--- src/rtl/sync_mark_pkg.sv ---
package sync_mark_pkg;
  typedef enum logic {
    MODE_NETWORK = 1'b0,
    MODE_MODEM   = 1'b1
  } line_mode_e;

  typedef enum logic [1:0] {
    MARK_RESET,
    MARK_OFF,
    MARK_HUNT,
    MARK_TRACK
  } mark_state_e;

  function automatic int unsigned sel_width(input int unsigned n);
    return (n > 1) ? $clog2(n) : 1;
  endfunction
endpackage

--- src/rtl/sm_tick_sel.sv ---
module sm_tick_sel #(
  parameter int NUM_RATES = 2,
  localparam int RSW = sync_mark_pkg::sel_width(NUM_RATES)
) (
  input  logic [NUM_RATES-1:0] bit_ticks,
  input  logic [RSW-1:0]       rate_sel,
  output logic                 tick
);
  logic [NUM_RATES-1:0] hit;

  // one decoder leg per rate; an out-of-range index selects nothing
  for (genvar g = 0; g < NUM_RATES; g++) begin : g_leg
    assign hit[g] = bit_ticks[g] && (rate_sel == RSW'(g));
  end

  assign tick = |hit;
endmodule

--- src/rtl/sm_pulse_track.sv ---
module sm_pulse_track (
  input  logic clk,
  input  logic rst_n,
  input  logic tick,
  input  logic sync_flag,
  input  logic active,
  output logic pulse
);
  // pulse is re-decided on every selected tick: flagged tick -> one bit high
  always_ff @(posedge clk or negedge rst_n) begin
    if (!rst_n)       pulse <= 1'b0;
    else if (!active) pulse <= 1'b0;
    else if (tick)    pulse <= sync_flag;
  end
endmodule

--- src/rtl/sm_out_stage.sv ---
module sm_out_stage
  import sync_mark_pkg::*;
(
  input  logic clk,
  input  logic rst_n,
  input  logic rx_locked,
  input  logic modem_mode,
  input  logic pulse,
  output logic sync_mark
);
  logic        lock_q;
  line_mode_e  mode_q;
  mark_state_e state;

  always_ff @(posedge clk or negedge rst_n) begin
    if (!rst_n) begin
      lock_q <= 1'b0;
      mode_q <= MODE_NETWORK;
    end else begin
      lock_q <= rx_locked;
      mode_q <= line_mode_e'(modem_mode);
    end
  end

  always_comb begin
    if (!rst_n)                  state = MARK_RESET;
    else if (mode_q == MODE_MODEM) state = MARK_OFF;
    else if (!lock_q)            state = MARK_HUNT;
    else                         state = MARK_TRACK;
  end

  always_comb begin
    unique case (state)
      MARK_RESET: sync_mark = !modem_mode;
      MARK_OFF:   sync_mark = 1'b0;
      MARK_HUNT:  sync_mark = 1'b1;
      default:    sync_mark = pulse;
    endcase
  end
endmodule

--- src/rtl/sync_mark_gen.sv ---
module sync_mark_gen #(
  parameter int NUM_RATES = 2,
  localparam int RSW = sync_mark_pkg::sel_width(NUM_RATES)
) (
  input  logic                 clk,
  input  logic                 rst_n,
  input  logic [NUM_RATES-1:0] bit_ticks,
  input  logic [RSW-1:0]       rate_sel,
  input  logic                 rx_locked,
  input  logic                 sync_flag,
  input  logic                 modem_mode,
  output logic                 sync_mark
);
  logic tick;
  logic pulse;
  logic active;

  assign active = rx_locked && !modem_mode;

  sm_tick_sel #(.NUM_RATES(NUM_RATES)) u_sel (
    .bit_ticks (bit_ticks),
    .rate_sel  (rate_sel),
    .tick      (tick)
  );

  sm_pulse_track u_trk (
    .clk       (clk),
    .rst_n     (rst_n),
    .tick      (tick),
    .sync_flag (sync_flag),
    .active    (active),
    .pulse     (pulse)
  );

  sm_out_stage u_out (
    .clk        (clk),
    .rst_n      (rst_n),
    .rx_locked  (rx_locked),
    .modem_mode (modem_mode),
    .pulse      (pulse),
    .sync_mark  (sync_mark)
  );
endmodule

--- config.mk ---
export PLATFORM = sky130hd
export DESIGN_NAME = sync_mark_gen
export DESIGN_NICKNAME = d
export VERILOG_FILES = /design/src/rtl/sync_mark_pkg.sv /design/src/rtl/sm_tick_sel.sv /design/src/rtl/sm_pulse_track.sv /design/src/rtl/sm_out_stage.sv /design/src/rtl/sync_mark_gen.sv
export SDC_FILE = /design/constraint.sdc
export NUM_CORES = 1
export LEC_CHECK = 0
export CAP_MARGIN = 20
export CORE_AREA = 2 2 39 41
export DETAILED_ROUTE_END_ITERATION = 10
export DIE_AREA = 0 0 41 43
export GPL_TIMING_DRIVEN = 0
export PLACE_DENSITY_LB_ADDON = 0.2
export SYNTH_ARGS = -nofsm -noshare
export SYNTH_HDL_FRONTEND = slang
export SYNTH_SLANG_ARGS = --single-unit
--- constraint.sdc ---
create_clock -name clk -period 0.84 [get_ports clk]
set_input_delay 0.168 -clock clk [delete_from_list [all_inputs] [get_ports clk]]
set_output_delay 0.168 -clock clk [all_outputs]
set_load 0.02 [all_outputs]
==> results of run 1 <==
cells in the final DEF, fill, tap and decap left out:
master	n
a31o_2	1
buf_6	1
clkbuf_1	1
clkbuf_4	3
clkdlybuf4s50_1	2
dfrtp_1	3
dlygate4sd2_1	3
dlygate4sd3_1	1
dlymetal6s2s_1	2
inv_1	1
mux2i_1	2
nand2b_4	1
nand3b_1	2
nor2_1	1
cells by family (layout without fill, tap and decap cells):
logic type	Yosys count	after routing	synth area share [%]
simple gates	4	4	18.9
flops	3	3	56.6
mux	2	2	15.1
compound gates	1	1	6.60
buf+inv	1	14	2.83
registers in the layout, indices dropped and copies added (netlist names):
name	cells
u_trk.pulse	1
u_out.lock_q	1
u_out.mode_q	1
metrics by stage:
stage	utilization (%)	cells	total power, W	hold WS (ns)	setup TNS (ns)
2_1_floorplan	-	11	0.000177	-0.128	-0.0424
3_3_place_gp	16.8	35	0.000224	0.381	-1.17
3_5_place_dp	16.8	35	0.000225	0.387	-1.21
4_1_cts	19.8	40	0.000494	0.225	-0.393
5_1_grt	20.2	40	0.000509	0.264	-0.414
6_report	20.2	40	0.000473	0.232	-0.381
cells in the mapped netlist, drive strengths merged:
library cell,count,area share [%]
inv,1,2.8
a31o,1,6.6
nand2b,1,4.7
mux2i,2,15
nand3b,2,11
nor2,1,2.8
dfrtp,3,57
how the worst max path moves through the flow:
stage                     end  slack (ns)  cells after the start
detailed placement  sync_mark       -0.87                      4
finish              sync_mark       -0.38                      3
global route        sync_mark       -0.41                      3
CTS                 sync_mark       -0.39                      3
global placement    sync_mark       -0.86                      4
floorplan           sync_mark       -0.04                      2
where the power goes:
group          total (W)  leakage [nW]  internal, W  switching (W)
sequential      0.000155        0.0370     0.000152     0.00000345
clock           0.000248        0.0150     0.000178      0.0000702
combinational  0.0000700        0.0899    0.0000457      0.0000243
layout make-up:
class	count	area (um2)	share of cell area, %
tap	16	20.0	7.17
sequential	3	75.1	26.9
inverter	1	3.75	1.35
clock buffer	4	26.3	9.42
multi-input combinational	7	61.3	22.0
timing repair buffer	9	92.6	33.2
critical path, stage by stage (launching register included):
cell	delay [ns]
dfrtp_1	0.37
nand2b_4	0.13
a31o_2	0.20
buf_6	0.13
timing repair:
action                                 CTS  global route
pin swaps                                0             0
hold buffers                             1             0
endpoints found under the hold margin    3             0
resized for setup                       10             2
setup endpoints to repair                2             2
routing by layer:
| metal | vias to the layer above | wire (um) |
|---|---|---|
| met1 | 58 | 142 |
| met2 | 9 | 131 |
| li1 | 63 | - |
| met3 | 0 | 37 |
| met4 | 0 | 0 |
| met5 | - | 0 |
==> impl_metrics.ini, run 1 <==
[cts]
cts_buffer_depth = 2
h-tree-depth = 1
cts_tree = built
clk_pin_slew_ns = 0.04
cts_buffers = 3
cts_setup_buffers = 0
clock_latency_ns = 0.23
cts.sinks = 3
cts_root_buf = clkbuf_4

[grt]
grt_antenna_before_repair = 0
grt_pass1_wl_um = 469
met2_usage_pct = 5.00
grt_pass1_vias = 146
grtUsageMet3_pct = 1.57
grt_use_total_pct = 4.63
grt.met1_usage_pct = 4.85
grt_max_degree = 5
busiest_layer = met4
grt.overflow.total = 0

[setup_path]
regToRegStartpoint = u_trk.pulse$_DFFE_PN0P_
critPathRequiredTime_ns = 0.67
crit_type = reg2out
start_kind = flip-flop
r2r-end = u_trk.pulse$_DFFE_PN0P_
crit_path_start = u_trk.pulse$_DFFE_PN0P_
path_max_fanout = 2
crit_arrival_ns = 1.05
regToRegSetupSlack_ns = 0.19
worstRegToRegCells = 2
worstSetupEndpointType = output pin

[logic_synthesis]
ys_ff_latch = 3
syn-instance-count = 11
avgSynthCellArea_um2 = 12.1
ys_types = 7
synth_warnings = 0
ys_seq_area_share_pct = 56.6
synth_nets = 19
synth_area_um2 = 133

[sta]
fin_skew_ns = 0
fin_crit_sh_pct = 145
rsz0062_at_grt = true
tightest_slew_ns = 0.175
max_slew_margin_pct = 88.0
finalSetupViolCount = 1
max_freq_mhz = 819
min_period_ns = 1.22
drv_slew = 0
hold_viol = 0
layout_setup_ws_ns = -0.381

[floorplan]
die_area_mm2 = 0.00176
initial_core_util_pct = 9.58
die-height_um = 43
num_io_pins = 9
core_area_mm2 = 0.00138
rows = 14
die_width_um = 41

[placement]
dp_hpwl_um = 225
port_buffers = 8
place_ws_ns = -0.865
placed_cell_area_um2 = 233
gp_congestion = 0.533

[outcome]
outcome = finished, violations left
violations = negative setup slack

[routing]
wl_um = 310
first_pass_iters = 2
vias_per_cell = 3.25
ant_nets = 0
vias = 130
wl_per_cell_um = 7.75
drt_iter0_markers = 3
drc = 0

[hold_path]
min_to = u_out.mode_q$_DFF_PN0_
hold_depth = 1
min_path_type = in2reg
min-delay-start = modem_mode

[cells_and_area]
stdcell_area_um2 = 279
area_growth_pct = 110
num-nets-final = 33
n_antenna_cell = 0
fill_cells = 152
layout-drive-gt1-share_pct = 25.0

[run]
max_cap_violations = 0

[pwr]
p_per_area_mw_per_mm2 = 1700
ir_drop_mv = 0.643
p_leak_nw = 0.142
No activity file was read; power rests on OpenSTA's default activity.
==> inputs of run 2 (changes only) <==
--- a/config.mk
+++ b/config.mk
@@ -11,6 +11,7 @@
 export DIE_AREA = 0 0 41 43
 export GPL_TIMING_DRIVEN = 0
 export PLACE_DENSITY_LB_ADDON = 0.2
+export REMOVE_ABC_BUFFERS = 1
 export SYNTH_ARGS = -nofsm -noshare
 export SYNTH_HDL_FRONTEND = slang
 export SYNTH_SLANG_ARGS = --single-unit
==> constraint.sdc (replaced) <==
create_clock -name clk -period 1.41 [get_ports clk]
set_input_delay 0.282 -clock clk [delete_from_list [all_inputs] [get_ports clk]]
set_output_delay 0.282 -clock clk [all_outputs]
set_load 0.02 [all_outputs]
==> impl_metrics.ini, run 2 (same netlist as run 1, synthesis figures left out) <==
[outcome]
outcome = finished clean

[grt]
grt_use_total_pct = 5.84
grt_max_degree = 5
grt_pass1_vias = 144
grt_antenna_before_repair = 0
grt_pass1_wl_um = 579
grt.overflow.total = 0

[run]
max_cap_violations = 0

[sta]
max_slew_margin_pct = 88.6
hold_viol = 0
layout_setup_ws_ns = 0.0437
max_freq_mhz = 732
min_period_ns = 1.37
fin_skew_ns = 0
fin_crit_sh_pct = 96.9
finalSetupViolCount = 0
drv_slew = 0
rsz0062_at_grt = true
tightest_slew_ns = 0.167

[floorplan]
die_width_um = 41
die-height_um = 43
core_area_mm2 = 0.00138
die_area_mm2 = 0.00176
num_io_pins = 9
initial_core_util_pct = 9.58
rows = 14

[cells_and_area]
reg_top3 = u_out.lock_q: 1 flops, u_out.mode_q: 1 flops, u_trk.pulse: 1 flops
n_antenna_cell = 0
area_growth_pct = 114
stdcell_area_um2 = 284
layout-drive-gt1-share_pct = 25.0
mostFrequentLayoutCells = clkdlybuf4s50_1 (5), clkbuf_4 (3), dfrtp_1 (3)
num-nets-final = 33
fill_cells = 151
final_common_cell = clkdlybuf4s50_1

[setup_path]
path_max_fanout = 2
critPathRequiredTime_ns = 1.13
crit_arrival_ns = 1.08
path_cells = nand2b_4, a31o_4, buf_6
path_buf_inv = 1
worst_path_max_delay_cell = dfrtp_1
max_stage_delay_ns = 0.37
start_kind = flip-flop
crit_type = reg2out
worstSetupEndpointType = output pin
cp_top_family = flip-flops

[routing]
wl_met1_um = 161
ant_nets = 0
drt_iter0_markers = 2
dr_wl_met3_um = 43
first_pass_iters = 2
wl_um = 348
vias = 135
wl_met2_um = 144
topRoutingLayerUsed = met3
drc = 0
vias_per_cell = 3.38
wl_per_cell_um = 8.70

[placement]
gp_congestion = 0.522
port_buffers = 8
place_ws_ns = -0.522
placed_cell_area_um2 = 233

[cts]
clock_latency_ns = 0.23
clk_pin_slew_ns = 0.04
cts_buffers = 3
cts.sinks = 3
cts_root_buf = clkbuf_4
cts_buffer_depth = 2
h-tree-depth = 1
cts_setup_buffers = 0
cts_tree = built

[hold_path]
min_path_type = in2reg

[pwr]
ir_drop_mv = 0.353
p_leak_nw = 0.125
p_per_area_mw_per_mm2 = 1010
power_w = 0.000288
[run 2: layout make-up]
class                      count  area (um2)  share of cell area, %
timing repair buffer           9        88.8                   31.3
sequential                     3        75.1                   26.4
clock buffer                   4        26.3                   9.25
inverter                       1        3.75                   1.32
multi-input combinational      7        70.1                   24.7
tap                           16        20.0                   7.05
[run 2: repair_timing]
action                                 4_1_cts  5_1_grt
pin swaps                                    0        1
endpoints found under the hold margin        3        0
resized for setup                            8        2
hold buffers                                 1        0
setup endpoints to repair                    1        1
[run 2: stage by stage]
stage               std cells  setup TNS, ns  hold WS, ns  util [%]
global route               40       -0.00928        0.362      20.5
global placement           35         -0.513        0.494      16.8
floorplan                  11              0      -0.0136         -
finish                     40              0        0.358      20.5
detailed placement         35         -0.522        0.499      16.8
CTS                        40              0        0.347      19.3
[run 2: worst paths after layout]
check                                         from                 endpoint  slack [ns]  cells after the start
hold / removal                          modem_mode   u_out.mode_q$_DFF_PN0_        0.36                      1
max in group asynchronous                    rst_n   u_out.lock_q$_DFF_PN0_        0.68                      2
min in group asynchronous                    rst_n  u_trk.pulse$_DFFE_PN0P_        0.58                      2
hold reg to reg            u_trk.pulse$_DFFE_PN0P_  u_trk.pulse$_DFFE_PN0P_        0.56                      2
setup reg to reg           u_trk.pulse$_DFFE_PN0P_  u_trk.pulse$_DFFE_PN0P_        0.77                      2
setup / recovery           u_trk.pulse$_DFFE_PN0P_                sync_mark        0.04                      3
[run 2: per-layer routing]
| metal | up-vias | track usage (%) |
|---|---|---|
| met5 | - | 0 |
| met4 | 0 | 8.00 |
| met3 | 0 | 4.71 |
| met2 | 9 | 5.63 |
| met1 | 63 | 6.17 |
| li1 | 63 | - |
[run 2: report_power, final]
group	internal (W)	total, W	switching [W]
Clock	0.000106	0.000148	0.0000424
Combinational	0.0000310	0.0000470	0.0000160
Sequential	0.0000906	0.0000927	0.00000210
==> inputs of run 3 (changes only) <==
--- a/config.mk
+++ b/config.mk
@@ -5,6 +5,7 @@
 export SDC_FILE = /design/constraint.sdc
 export NUM_CORES = 1
 export LEC_CHECK = 0
+export ABC_CLOCK_PERIOD_IN_PS = 1410
 export CAP_MARGIN = 20
 export CORE_AREA = 2 2 39 41
 export DETAILED_ROUTE_END_ITERATION = 10
==> results of run 3 <==
Final layout, timing and power as in run 2 (identical DEF).
